File: config.mk
export PLATFORM = sky130hd
export DESIGN_NAME = pwr_seq_ctrl
export DESIGN_NICKNAME = d
export VERILOG_FILES = /design/src/rtl/pwr_seq_pkg.sv /design/src/rtl/pwr_seq_regs.sv /design/src/rtl/pwr_seq_wake.sv /design/src/rtl/pwr_seq_fsm.sv /design/src/rtl/pwr_seq_outdec.sv /design/src/rtl/pwr_seq_ctrl.sv
export SDC_FILE = /design/constraint.sdc
export NUM_CORES = 1
export LEC_CHECK = 0
export BUFFER_PORTS_ARGS = -buffer_cell sky130_fd_sc_hd__buf_2
export CAP_MARGIN = 5
export CORE_MARGIN = 8
export CORE_UTILIZATION = 25
export CTS_CLUSTER_DIAMETER = 200
export DETAILED_ROUTE_END_ITERATION = 8
export PLACE_DENSITY = 0.52
export SLEW_MARGIN = 40
export SYNTH_ARGS = -nofsm -noshare
export SYNTH_HDL_FRONTEND = slang
export SYNTH_SLANG_ARGS = --single-unit
File: constraint.sdc
create_clock -name clk_i -period 3 [get_ports clk_i]
set_input_delay 0.3 -clock clk_i [delete_from_list [all_inputs] [get_ports clk_i]]
set_output_delay 0.3 -clock clk_i [all_outputs]
set_load 0.01 [all_outputs]
File: src/rtl/pwr_seq_pkg.sv
package pwr_seq_pkg;

  typedef enum logic [2:0] {
    PM_RUN    = 3'd0,
    PM_IDLE   = 3'd1,
    PM_SUSP   = 3'd2,
    PM_SNOOZE = 3'd3,
    PM_STOP   = 3'd4,
    PM_SHDN   = 3'd5,
    PM_SETTLE = 3'd6
  } pm_state_e;

  typedef struct packed {
    logic core_clk;
    logic periph_clk;
    logic hfosc0;
    logic hfosc1;
    logic low_bias;
    logic ldo;
    logic pin_hold;
    logic lf_tmr;
  } pm_ctl_t;

  localparam int REQ_W      = 4;
  localparam int REQ_IDLE   = 0;
  localparam int REQ_SUSP   = 1;
  localparam int REQ_SNOOZE = 2;
  localparam int REQ_STOP   = 3;

  localparam int ADDR_REQ    = 0;
  localparam int ADDR_CFG    = 1;
  localparam int ADDR_SETTLE = 2;

endpackage

File: src/rtl/pwr_seq_regs.sv
module pwr_seq_regs
  import pwr_seq_pkg::*;
#(
  parameter int AW         = 2,
  parameter int DW         = 8,
  parameter int CNT_W      = 8,
  parameter int SETTLE_RST = 4
) (
  input  logic             clk_i,
  input  logic             rst_ni,
  input  logic             soft_clr_i,
  input  logic             fault_i,
  input  logic             wr_en_i,
  input  logic [AW-1:0]    wr_addr_i,
  input  logic [DW-1:0]    wr_data_i,
  output logic             req_vld_o,
  output logic [REQ_W-1:0] req_bits_o,
  output logic             stop_cfg_o,
  output logic [CNT_W-1:0] settle_o,
  output logic             err_o
);

  localparam logic [CNT_W-1:0] SETTLE_DEF = CNT_W'(SETTLE_RST);

  logic wr_req, wr_cfg, wr_set;

  assign wr_req = wr_en_i && (wr_addr_i == AW'(ADDR_REQ));
  assign wr_cfg = wr_en_i && (wr_addr_i == AW'(ADDR_CFG));
  assign wr_set = wr_en_i && (wr_addr_i == AW'(ADDR_SETTLE));

  // request bits are strobes, never stored
  assign req_vld_o  = wr_req;
  assign req_bits_o = wr_data_i[REQ_W-1:0];

  always_ff @(posedge clk_i or negedge rst_ni) begin
    if (!rst_ni) begin
      stop_cfg_o <= 1'b0;
      settle_o   <= SETTLE_DEF;
      err_o      <= 1'b0;
    end else if (soft_clr_i) begin
      stop_cfg_o <= 1'b0;
      settle_o   <= SETTLE_DEF;
      err_o      <= 1'b0;
    end else begin
      if (wr_cfg) stop_cfg_o <= wr_data_i[0];
      if (wr_set) settle_o   <= wr_data_i[CNT_W-1:0];
      if (fault_i) err_o     <= 1'b1;
    end
  end

endmodule

File: src/rtl/pwr_seq_wake.sv
module pwr_seq_wake #(
  parameter int N_LVL = 5
) (
  input  logic             clk_i,
  input  logic             rst_ni,
  input  logic [N_LVL-1:0] lvl_src_i,
  input  logic             cmp_i,
  output logic             cmp_fall_o,
  output logic             wake_o
);

  logic cmp_q;
  logic [N_LVL:0] hit;

  always_ff @(posedge clk_i or negedge rst_ni) begin
    if (!rst_ni) cmp_q <= 1'b0;
    else         cmp_q <= cmp_i;
  end

  assign cmp_fall_o = cmp_q && !cmp_i;

  assign hit[0] = cmp_fall_o;
  for (genvar g = 0; g < N_LVL; g++) begin : g_src
    assign hit[g+1] = lvl_src_i[g];
  end

  assign wake_o = |hit;

endmodule

File: src/rtl/pwr_seq_fsm.sv
module pwr_seq_fsm
  import pwr_seq_pkg::*;
#(
  parameter int CNT_W = 8
) (
  input  logic             clk_i,
  input  logic             rst_ni,
  input  logic             req_vld_i,
  input  logic [REQ_W-1:0] req_bits_i,
  input  logic             stop_cfg_i,
  input  logic [CNT_W-1:0] settle_i,
  input  logic             sysclk_ok_i,
  input  logic             irq_i,
  input  logic             wake_i,
  input  logic             pin_rst_i,
  input  logic             sys_rst_i,
  output pm_state_e        state_o,
  output logic             fault_o,
  output logic             rst_acc_o
);

  pm_state_e        state_q, state_d;
  logic [CNT_W-1:0] cnt_q, cnt_d;
  logic             deep_req;

  // shutdown only listens to the pin
  assign rst_acc_o = pin_rst_i || (sys_rst_i && (state_q != PM_SHDN));

  assign deep_req = !req_bits_i[REQ_STOP] &&
                    (req_bits_i[REQ_SUSP] || req_bits_i[REQ_SNOOZE]);
  assign fault_o  = !rst_acc_o && (state_q == PM_RUN) && req_vld_i &&
                    deep_req && !sysclk_ok_i;

  always_comb begin
    state_d = state_q;
    cnt_d   = cnt_q;
    if (rst_acc_o) begin
      state_d = PM_RUN;
      cnt_d   = '0;
    end else begin
      unique case (state_q)
        PM_RUN: begin
          if (req_vld_i) begin
            if (req_bits_i[REQ_STOP])
              state_d = stop_cfg_i ? PM_SHDN : PM_STOP;
            else if (req_bits_i[REQ_SUSP])
              state_d = sysclk_ok_i ? PM_SUSP : PM_RUN;
            else if (req_bits_i[REQ_SNOOZE])
              state_d = sysclk_ok_i ? PM_SNOOZE : PM_RUN;
            else if (req_bits_i[REQ_IDLE])
              state_d = PM_IDLE;
          end
        end
        PM_IDLE: if (irq_i) state_d = PM_RUN;
        PM_SUSP, PM_SNOOZE: begin
          if (wake_i) begin
            state_d = PM_SETTLE;
            cnt_d   = settle_i;
          end
        end
        PM_SETTLE: begin
          if (cnt_q == '0) state_d = PM_RUN;
          else             cnt_d   = cnt_q - 1'b1;
        end
        PM_STOP, PM_SHDN: state_d = state_q;
        default: state_d = PM_RUN;
      endcase
    end
  end

  always_ff @(posedge clk_i or negedge rst_ni) begin
    if (!rst_ni) begin
      state_q <= PM_RUN;
      cnt_q   <= '0;
    end else begin
      state_q <= state_d;
      cnt_q   <= cnt_d;
    end
  end

  assign state_o = state_q;

endmodule

File: src/rtl/pwr_seq_outdec.sv
module pwr_seq_outdec
  import pwr_seq_pkg::*;
(
  input  pm_state_e state_i,
  output pm_ctl_t   ctl_o
);

  always_comb begin
    ctl_o = '0;
    ctl_o.ldo = 1'b1;
    unique case (state_i)
      PM_RUN: begin
        ctl_o.core_clk   = 1'b1;
        ctl_o.periph_clk = 1'b1;
        ctl_o.hfosc0     = 1'b1;
        ctl_o.hfosc1     = 1'b1;
      end
      PM_IDLE: begin
        ctl_o.periph_clk = 1'b1;
        ctl_o.hfosc0     = 1'b1;
        ctl_o.hfosc1     = 1'b1;
      end
      PM_SUSP:   ctl_o.lf_tmr = 1'b1;
      PM_SNOOZE: begin
        ctl_o.lf_tmr   = 1'b1;
        ctl_o.low_bias = 1'b1;
      end
      PM_STOP: ctl_o.pin_hold = 1'b1;
      PM_SHDN: begin
        ctl_o.pin_hold = 1'b1;
        ctl_o.ldo      = 1'b0;
      end
      PM_SETTLE: begin
        ctl_o.hfosc0 = 1'b1;
        ctl_o.hfosc1 = 1'b1;
      end
      default: ctl_o = '0;
    endcase
  end

endmodule

File: src/rtl/pwr_seq_ctrl.sv
module pwr_seq_ctrl
  import pwr_seq_pkg::*;
#(
  parameter int AW         = 2,
  parameter int DW         = 8,
  parameter int CNT_W      = 8,
  parameter int SETTLE_RST = 4
) (
  input  logic          clk_i,
  input  logic          rst_ni,
  input  logic          wr_en_i,
  input  logic [AW-1:0] wr_addr_i,
  input  logic [DW-1:0] wr_data_i,
  input  logic          sysclk_hf0_i,
  input  logic          irq_i,
  input  logic          pin_rst_i,
  input  logic          sys_rst_i,
  input  logic          usb_act_i,
  input  logic          lf_tmr_evt_i,
  input  logic          spi_act_i,
  input  logic          i2c_act_i,
  input  logic          port_match_i,
  input  logic          cmp_i,
  output logic          core_clk_en_o,
  output logic          periph_clk_en_o,
  output logic          hfosc0_en_o,
  output logic          hfosc1_en_o,
  output logic          reg_low_bias_o,
  output logic          ldo_en_o,
  output logic          pin_hold_o,
  output logic          lf_tmr_clk_en_o,
  output logic [2:0]    mode_o,
  output logic          err_o
);

  localparam int N_LVL = 5;

  logic             req_vld, stop_cfg, fault, rst_acc, wake, cmp_fall;
  logic [REQ_W-1:0] req_bits;
  logic [CNT_W-1:0] settle;
  logic [N_LVL-1:0] lvl_src;
  pm_state_e        state;
  pm_ctl_t          ctl;

  assign lvl_src = {usb_act_i, lf_tmr_evt_i, spi_act_i, i2c_act_i, port_match_i};

  pwr_seq_regs #(
    .AW(AW), .DW(DW), .CNT_W(CNT_W), .SETTLE_RST(SETTLE_RST)
  ) u_regs (
    .clk_i      (clk_i),
    .rst_ni     (rst_ni),
    .soft_clr_i (rst_acc),
    .fault_i    (fault),
    .wr_en_i    (wr_en_i),
    .wr_addr_i  (wr_addr_i),
    .wr_data_i  (wr_data_i),
    .req_vld_o  (req_vld),
    .req_bits_o (req_bits),
    .stop_cfg_o (stop_cfg),
    .settle_o   (settle),
    .err_o      (err_o)
  );

  pwr_seq_wake #(.N_LVL(N_LVL)) u_wake (
    .clk_i      (clk_i),
    .rst_ni     (rst_ni),
    .lvl_src_i  (lvl_src),
    .cmp_i      (cmp_i),
    .cmp_fall_o (cmp_fall),
    .wake_o     (wake)
  );

  pwr_seq_fsm #(.CNT_W(CNT_W)) u_fsm (
    .clk_i       (clk_i),
    .rst_ni      (rst_ni),
    .req_vld_i   (req_vld),
    .req_bits_i  (req_bits),
    .stop_cfg_i  (stop_cfg),
    .settle_i    (settle),
    .sysclk_ok_i (sysclk_hf0_i),
    .irq_i       (irq_i),
    .wake_i      (wake),
    .pin_rst_i   (pin_rst_i),
    .sys_rst_i   (sys_rst_i),
    .state_o     (state),
    .fault_o     (fault),
    .rst_acc_o   (rst_acc)
  );

  pwr_seq_outdec u_dec (
    .state_i (state),
    .ctl_o   (ctl)
  );

  assign core_clk_en_o   = ctl.core_clk;
  assign periph_clk_en_o = ctl.periph_clk;
  assign hfosc0_en_o     = ctl.hfosc0;
  assign hfosc1_en_o     = ctl.hfosc1;
  assign reg_low_bias_o  = ctl.low_bias;
  assign ldo_en_o        = ctl.ldo;
  assign pin_hold_o      = ctl.pin_hold;
  assign lf_tmr_clk_en_o = ctl.lf_tmr;
  assign mode_o          = state;

endmodule

==> results of run 1 <==
==> per-stage QoR <==
| step | area, um2 | std cells | hold WS (ns) | total power (W) |
|---|---|---|---|---|
| finish | 1684 | 260 | -0.01433 | 0.0005625 |
| global route | 1684 | 260 | 0.02767 | 0.0005864 |
| CTS | 1684 | 260 | 0.01839 | 0.0005693 |
| detailed placement | 1639 | 256 | 0.3157 | 0.0003703 |
| global placement | 1639 | 256 | 0.3102 | 0.0003701 |
| floorplan | 1414 | 158 | 0.004409 | 0.0003354 |
==> synthesized netlist by cell type (all sizes together) (2+ instances only) <==
cell	number
dfrtp	21
nand2	19
a21oi	18
nor2	15
buf	7
nand3	6
mux2i	5
nor3	5
a221oi	4
nor2b	4
o22ai	4
a21o	3
a31o	3
inv	3
nand2b	3
nand3b	3
nor4b	3
o21ai	3
o32ai	3
or3	3
clkbuf	2
ha	2
==> sequential cells by signal (all words and copies together), names as in the netlist <==
| register | cells |
|---|---|
| u_fsm.cnt_q | 8 |
| u_fsm.state_o | 3 |
| u_regs.err_o | 1 |
| u_regs.settle_o | 8 |
| u_regs.stop_cfg_o | 1 |
| u_wake.cmp_q | 1 |
==> worst register-to-register path: cells and delay by family (launching register included) <==
| kind | cells | cell delay [ns] |
|---|---|---|
| AO/OA/AOI/OAI | 3 | 0.75 |
| adder cells (fa/ha/maj) | 1 | 0.16 |
| AND/OR/NAND/NOR | 1 | 0.51 |
| buffers and inverters | 1 | 0.13 |
| flip-flops | 1 | 0.40 |
==> cell families (layout without fill, tap and decap cells) <==
kind of cell	Yosys count	count (layout)	synth area share
adders and majority gates	2	2	0.01770
muxes	5	5	0.03540
buffers and inverters	12	42	0.03806
and+or+nand+nor	70	70	0.2761
AOI/OAI and AO/OA	47	47	0.2425
DFF	22	22	0.3903
==> worst max-delay path by stage <==
stage / start / end / slack [ns] / cells past startpoint
global route: u_fsm.cnt_q[0]$_DFFE_PN0P_ / u_fsm.cnt_q[5]$_DFFE_PN0P_ / 0.77 / 6
finish: u_fsm.cnt_q[0]$_DFFE_PN0P_ / u_fsm.cnt_q[4]$_DFFE_PN0P_ / 0.94 / 6
floorplan: u_fsm.state_o[0]$_DFFE_PN0P_ / hfosc1_en_o / 1.23 / 5
global placement: u_fsm.cnt_q[0]$_DFFE_PN0P_ / u_fsm.cnt_q[4]$_DFFE_PN0P_ / 1.02 / 6
detailed placement: u_fsm.cnt_q[0]$_DFFE_PN0P_ / u_fsm.cnt_q[7]$_DFFE_PN0P_ / 1.01 / 6
CTS: u_fsm.cnt_q[0]$_DFFE_PN0P_ / u_fsm.cnt_q[4]$_DFFE_PN0P_ / 0.98 / 6
==> power breakdown <==
| part | internal, W | switching, W | total, W |
|---|---|---|---|
| registers | 0.000299 | 0.00000280 | 0.000302 |
| clock network | 0.0000950 | 0.000104 | 0.000199 |
| logic | 0.0000238 | 0.0000373 | 0.0000611 |
| total | 0.000418 | 0.000145 | 0.000563 |
==> per-layer routing <==
metal	wire length [um]	global-route usage	vias up
met3	198	0.02716	2
met2	1785	0.1518	37
met1	2033	0.1374	631
li1	-	-	646
met4	23	0.02319	0
met5	0	0	-
==> area by class of cell <==
type,count,area (um2),share of cell area
tap,72,90.09,0.05349
inverter,3,11.26,0.006686
clock buffer,4,45.04,0.02675
sequential,22,551.8,0.3276
timing repair buffer,35,177.7,0.1055
multi-input combinational,124,808.3,0.4799
==> out/qor.yml, run 1 <==
outcome: "finished with violations"
failed_checks: "hold timing"
die_height_um: 91.20
cpPeakStageDelay_ns: 0.51
layout_common_cells: "34 x buf_2, 21 x dfrtp_1, 18 x nand2_1, 18 x a21oi_1, 15 x nor2_1"
ys_seq_area_frac: 0.3903
async_flop_share: 1.000
hold_class: "primary input to asynchronous set/reset pin"
dr.pass1.iters: 4
path_clk_slew_ns: 0.09
slowest_stage: "nor4b_1"
ios: 35
tns_ns: 0
reg2reg_depth: 6
coreArea_mm2: 0.005473
r2r-end: "u_fsm.cnt_q[4]$_DFFE_PN0P_"
h-tree-depth: 1
period_needed_ns: 2.061
post-place-ws_ns: 1.012
vdd_ir_drop_max_mv: 0.2281
reg2reg_slack_ns: 0.94
layout_commonest_cell: "buf_2"
slew_violations: 0
power_density_mw_per_mm2: 334.0
layout-drive-gt1-share: 0.2500
die_area_mm2: 0.008317
synth_top_area_frac: 0.3717
hold_viol_final: 11
area_delta_synth_final_pct: 19.12
max-cap-violations: 0
yosysTopAreaCell: "dfrtp_1"
timing.fmax_mhz: 485.3
startpoint_type: "flop"
drt-initial-drc-count: 131
gp_congestion: 0.8452
num_rows: 27
die_width_um: 91.20
final_util: 0.3077
clk-insertion-delay-late_ns: 0.27
r2r-start: "u_fsm.cnt_q[0]$_DFFE_PN0P_"
netlist_top_cells_area: "dfrtp_1 37%, a21oi_1 6.4%, nand2_1 4.8%, nor2_1 4.0%, mux2i_1 3.5%"
crit_path_end_kind: "flop"
cts_buffers: 3
port_buffers: 34
clockBufferDepth: 2
avgSynthCellArea_um2: 8.948
cts_root_buf: "clkbuf_8"
crit_path_max_fanout: 8
synth_area_mm2: 0.001414
synth_enable_flop_cells: 0
ys.warnings.count: 0
finalSetupViolations: 0
start_util: 0.2583
wire_per_inst_um: 15.54
num_vias: 1316
place_hpwl_um: 2989
p_leak_nw: 0.7546
track_usage: 0.1002
cts_setup_buffers: 0
crit_type: "flop to flop"
crit_family: "compound AO/OA/AOI/OAI gates"
cts_resized: 0
synth_flop_cell: "dfrtp_1"
clock_sinks: 22
overflow: 0
grt_pass1_vias: 1382
drc: 0
critPathBufInv: 1
fin_ws_ns: 0.9394
cts_hold_buffers: 0
slew_headroom: 0.5390
routed_wl_um: 4040
fillers: 619
yosysUniqueCellTypes: 48
fin_nets: 214
routed_via_density: 5.062
syn_inst: 158
critPathArrivalTime_ns: 2.23
grt_max_degree: 23
cts_tree: "done"
cp_data_required_time_ns: 3.17
synthesis.nets: 183
timing.hold.ws_ns: -0.01433
synth-seq-cells: 22
num_antenna_cells: 0
fin_worst_skew_ns: 0.01113
crit_chain: "inv_1 -> ha_1 -> nor4b_1 -> a21o_1 -> a221oi_1 -> a31o_1"
tightest_slew_ns: 0.6915
grt_pass1_wl_um: 6955
antenna_found_initial: 0
rsz0062_at_grt: "false"
finalCritPeriodShare: 0.6869
ant_nets: 0
(Power assumes the default switching activity.)
==> run 2, diff against run 1 <==
PLACE_DENSITY = 0.53   (was 0.52)
clock period = 1.7 ns   (was 3 ns; I/O delays follow)
==> run 2 against run 1 <==
Compared with the run above:
- the run now ends clean
- sequential share of layout area fell by 4.5 points
- sequential cell count is the same
- combinational power rose by 110%
- non-clock buffer count is 22 higher
- global-route usage rose by 0.18 points
- total power grew 110%
- sequential power up 76%
- setup slack lost 0.88 ns
- critical path type unchanged
==> out/qor.yml, run 2 (synthesis results as in run 1) <==
outcome: "finished clean"
path_clk_slew_ns: 0.09  # about the same
area_delta_synth_final_pct: 37.96
drc: 0  # unchanged
coreArea_mm2: 0.005473  # unchanged
slew_headroom: 0.6388  # +0.09975
antenna_found_initial: 0  # unchanged
overflow: 0  # unchanged
num_vias: 1451  # +10%
cts_setup_buffers: 0  # unchanged
clk-insertion-delay-late_ns: 0.27  # about the same
start_util: 0.2583  # unchanged
final_util: 0.3564  # +0.04870
ant_nets: 0  # unchanged
die_area_mm2: 0.008317  # unchanged
fin_nets: 236  # +10%
layout_commonest_cell: "buf_2"
critPathBufInv: 1  # unchanged
timing.fmax_mhz: 608.3  # +25%
h-tree-depth: 1  # unchanged
grt_pass1_vias: 1387  # +0.36%
finalCritPeriodShare: 0.9670  # +0.2802
crit_path_frequent_cell: "or3_1"
slowest_stage: "dfrtp_1"
seq_area_um2: 551.8  # unchanged
crit_path_end_kind: "flop"
layout-drive-gt1-share: 0.3810  # +0.1310
hold_class: "primary input to flop"
layout_common_cells: "34 x buf_2, 22 x buf_4, 21 x dfrtp_1"
place_inst: 277  # +8.2%
p_total_w: 0.001172  # +110%
multi_input_area_um2: 880.8  # +9.0%
max-cap-violations: 0  # unchanged
port_buffers: 34  # unchanged
p_leak_nw: 0.8990  # +19%
num_antenna_cells: 0  # unchanged
routed_via_density: 5.145  # +1.7%
power_density_mw_per_mm2: 600.7  # +80%
wire_per_inst_um: 14.79  # -4.8%
drt-initial-drc-count: 110  # -16%
ios: 35  # unchanged
rsz0062_at_grt: "true"
critPathArrivalTime_ns: 1.86  # -0.37 ns
clock_sinks: 22  # unchanged
slew_violations: 0  # unchanged
die_height_um: 91.20  # unchanged
routed_wl_um: 4171  # +3.2%
startpoint_type: "flop"
clockBufferDepth: 2  # unchanged
crit_path_max_fanout: 2  # -6
crit_type: "flop to flop"
cp_data_required_time_ns: 1.92  # -1.25 ns
cpPeakStageDelay_ns: 0.40  # -0.11 ns
vdd_ir_drop_max_mv: 0.4616  # +100%
place_hpwl_um: 3151  # +5.4%
gp_congestion: 0.8387  # -0.77%
track_usage: 0.1020  # +0.001835
die_width_um: 91.20  # unchanged
cts_buffers: 3  # unchanged
finalSetupViolations: 0  # unchanged
fillers: 585  # -5.5%
crit_chain: "buf_4 -> or3_1 -> or3_1 -> a221oi_2 -> a31o_1"
dr.pass1.iters: 4  # unchanged
crit_family: "simple AND/OR/NAND/NOR gates"
tightest_slew_ns: 0.5419  # -0.1496 ns
num_rows: 27  # unchanged
hold_viol_final: 0  # -11
grt_pass1_wl_um: 6913  # -0.60%
period_needed_ns: 1.644  # -0.4166 ns
grt_max_degree: 23  # unchanged
cts_tree: "done"
cts_root_buf: "clkbuf_8"
tns_ns: 0  # unchanged
final_cells: 282  # +8.5%
fin_worst_skew_ns: 0.002376  # -0.008752 ns
timing.hold.ws_ns: 0.01411  # +0.02844 ns
-- run 2: cell types whose count changed in the layout (fill, tap and decap cells not counted), moves of 2 or more --
cell,before,now
a21o_1,3,1
nor3_1,5,2
buf_4,1,22
a21o_2,0,2
nor4b_4,0,2
nor3_2,0,3
-- run 2: area by class of cell --
class / instances / area share
clock buffers: 3 / 0.02117
inverters: 3 / 0.005773
flip-flops and latches: 22 / 0.2829
well taps: 72 / 0.04618
clock inverters: 1 / 0.01539
multi-input cells: 124 / 0.4516
repair buffers: 57 / 0.1770
-- run 2: per-layer routing --
layer  global-route usage  wire length [um]  vias up
met5                    0                 0        -
met2               0.1403              1768       64
met1               0.1440              2035      679
met3              0.03045               305        7
li1                     -                 -      701
met4              0.03956                61        0
-- run 2: metrics by stage --
step                instance area (um2)  setup WS [ns]
CTS                                1902        0.01105
global placement                   1803       -0.01550
global route                       1951       -0.02001
floorplan                          1420        0.06018
detailed placement                 1803       -0.02451
finish                             1951        0.05604
-- run 2: timing repair --
item | 4_1_cts | 5_1_grt
hold buffers | 1 | 0
pin swaps | 0 | 1
gates resized for setup | 3 | 10
hold endpoints to repair | 21 | 0
setup endpoints to repair | 4 | 8
-- run 2: worst paths after layout --
path | slack (ns) | from | end | cells after the start
worst min register to register | 0.51 | u_regs.err_o$_DFFE_PN0P_ | u_regs.err_o$_DFFE_PN0P_ | 2
worst max register to register | 0.06 | u_fsm.cnt_q[0]$_DFFE_PN0P_ | u_fsm.cnt_q[3]$_DFFE_PN0P_ | 5
max in group asynchronous | 0.93 | rst_ni | u_regs.settle_o[2]$_DFFE_PN1P_ | 2
worst max-delay path | 0.06 | u_fsm.cnt_q[0]$_DFFE_PN0P_ | u_fsm.cnt_q[3]$_DFFE_PN0P_ | 5
worst min-delay path | 0.01 | cmp_i | u_wake.cmp_q$_DFF_PN0_ | 1
min in group asynchronous | 0.40 | rst_ni | u_wake.cmp_q$_DFF_PN0_ | 2
-- run 2: report_power, final --
part           leakage [nW]  switching, W  internal [W]
combinational         0.562     0.0000725     0.0000546
clock                0.0357      0.000197      0.000315
sequential            0.301    0.00000383      0.000528
total                 0.899      0.000274      0.000898
-- run 2: worst register-to-register path: stages (launching register included) --
cell	delay (ns)
dfrtp_1	0.40
buf_4	0.15
or3_1	0.37
or3_1	0.32
a221oi_2	0.22
a31o_1	0.12
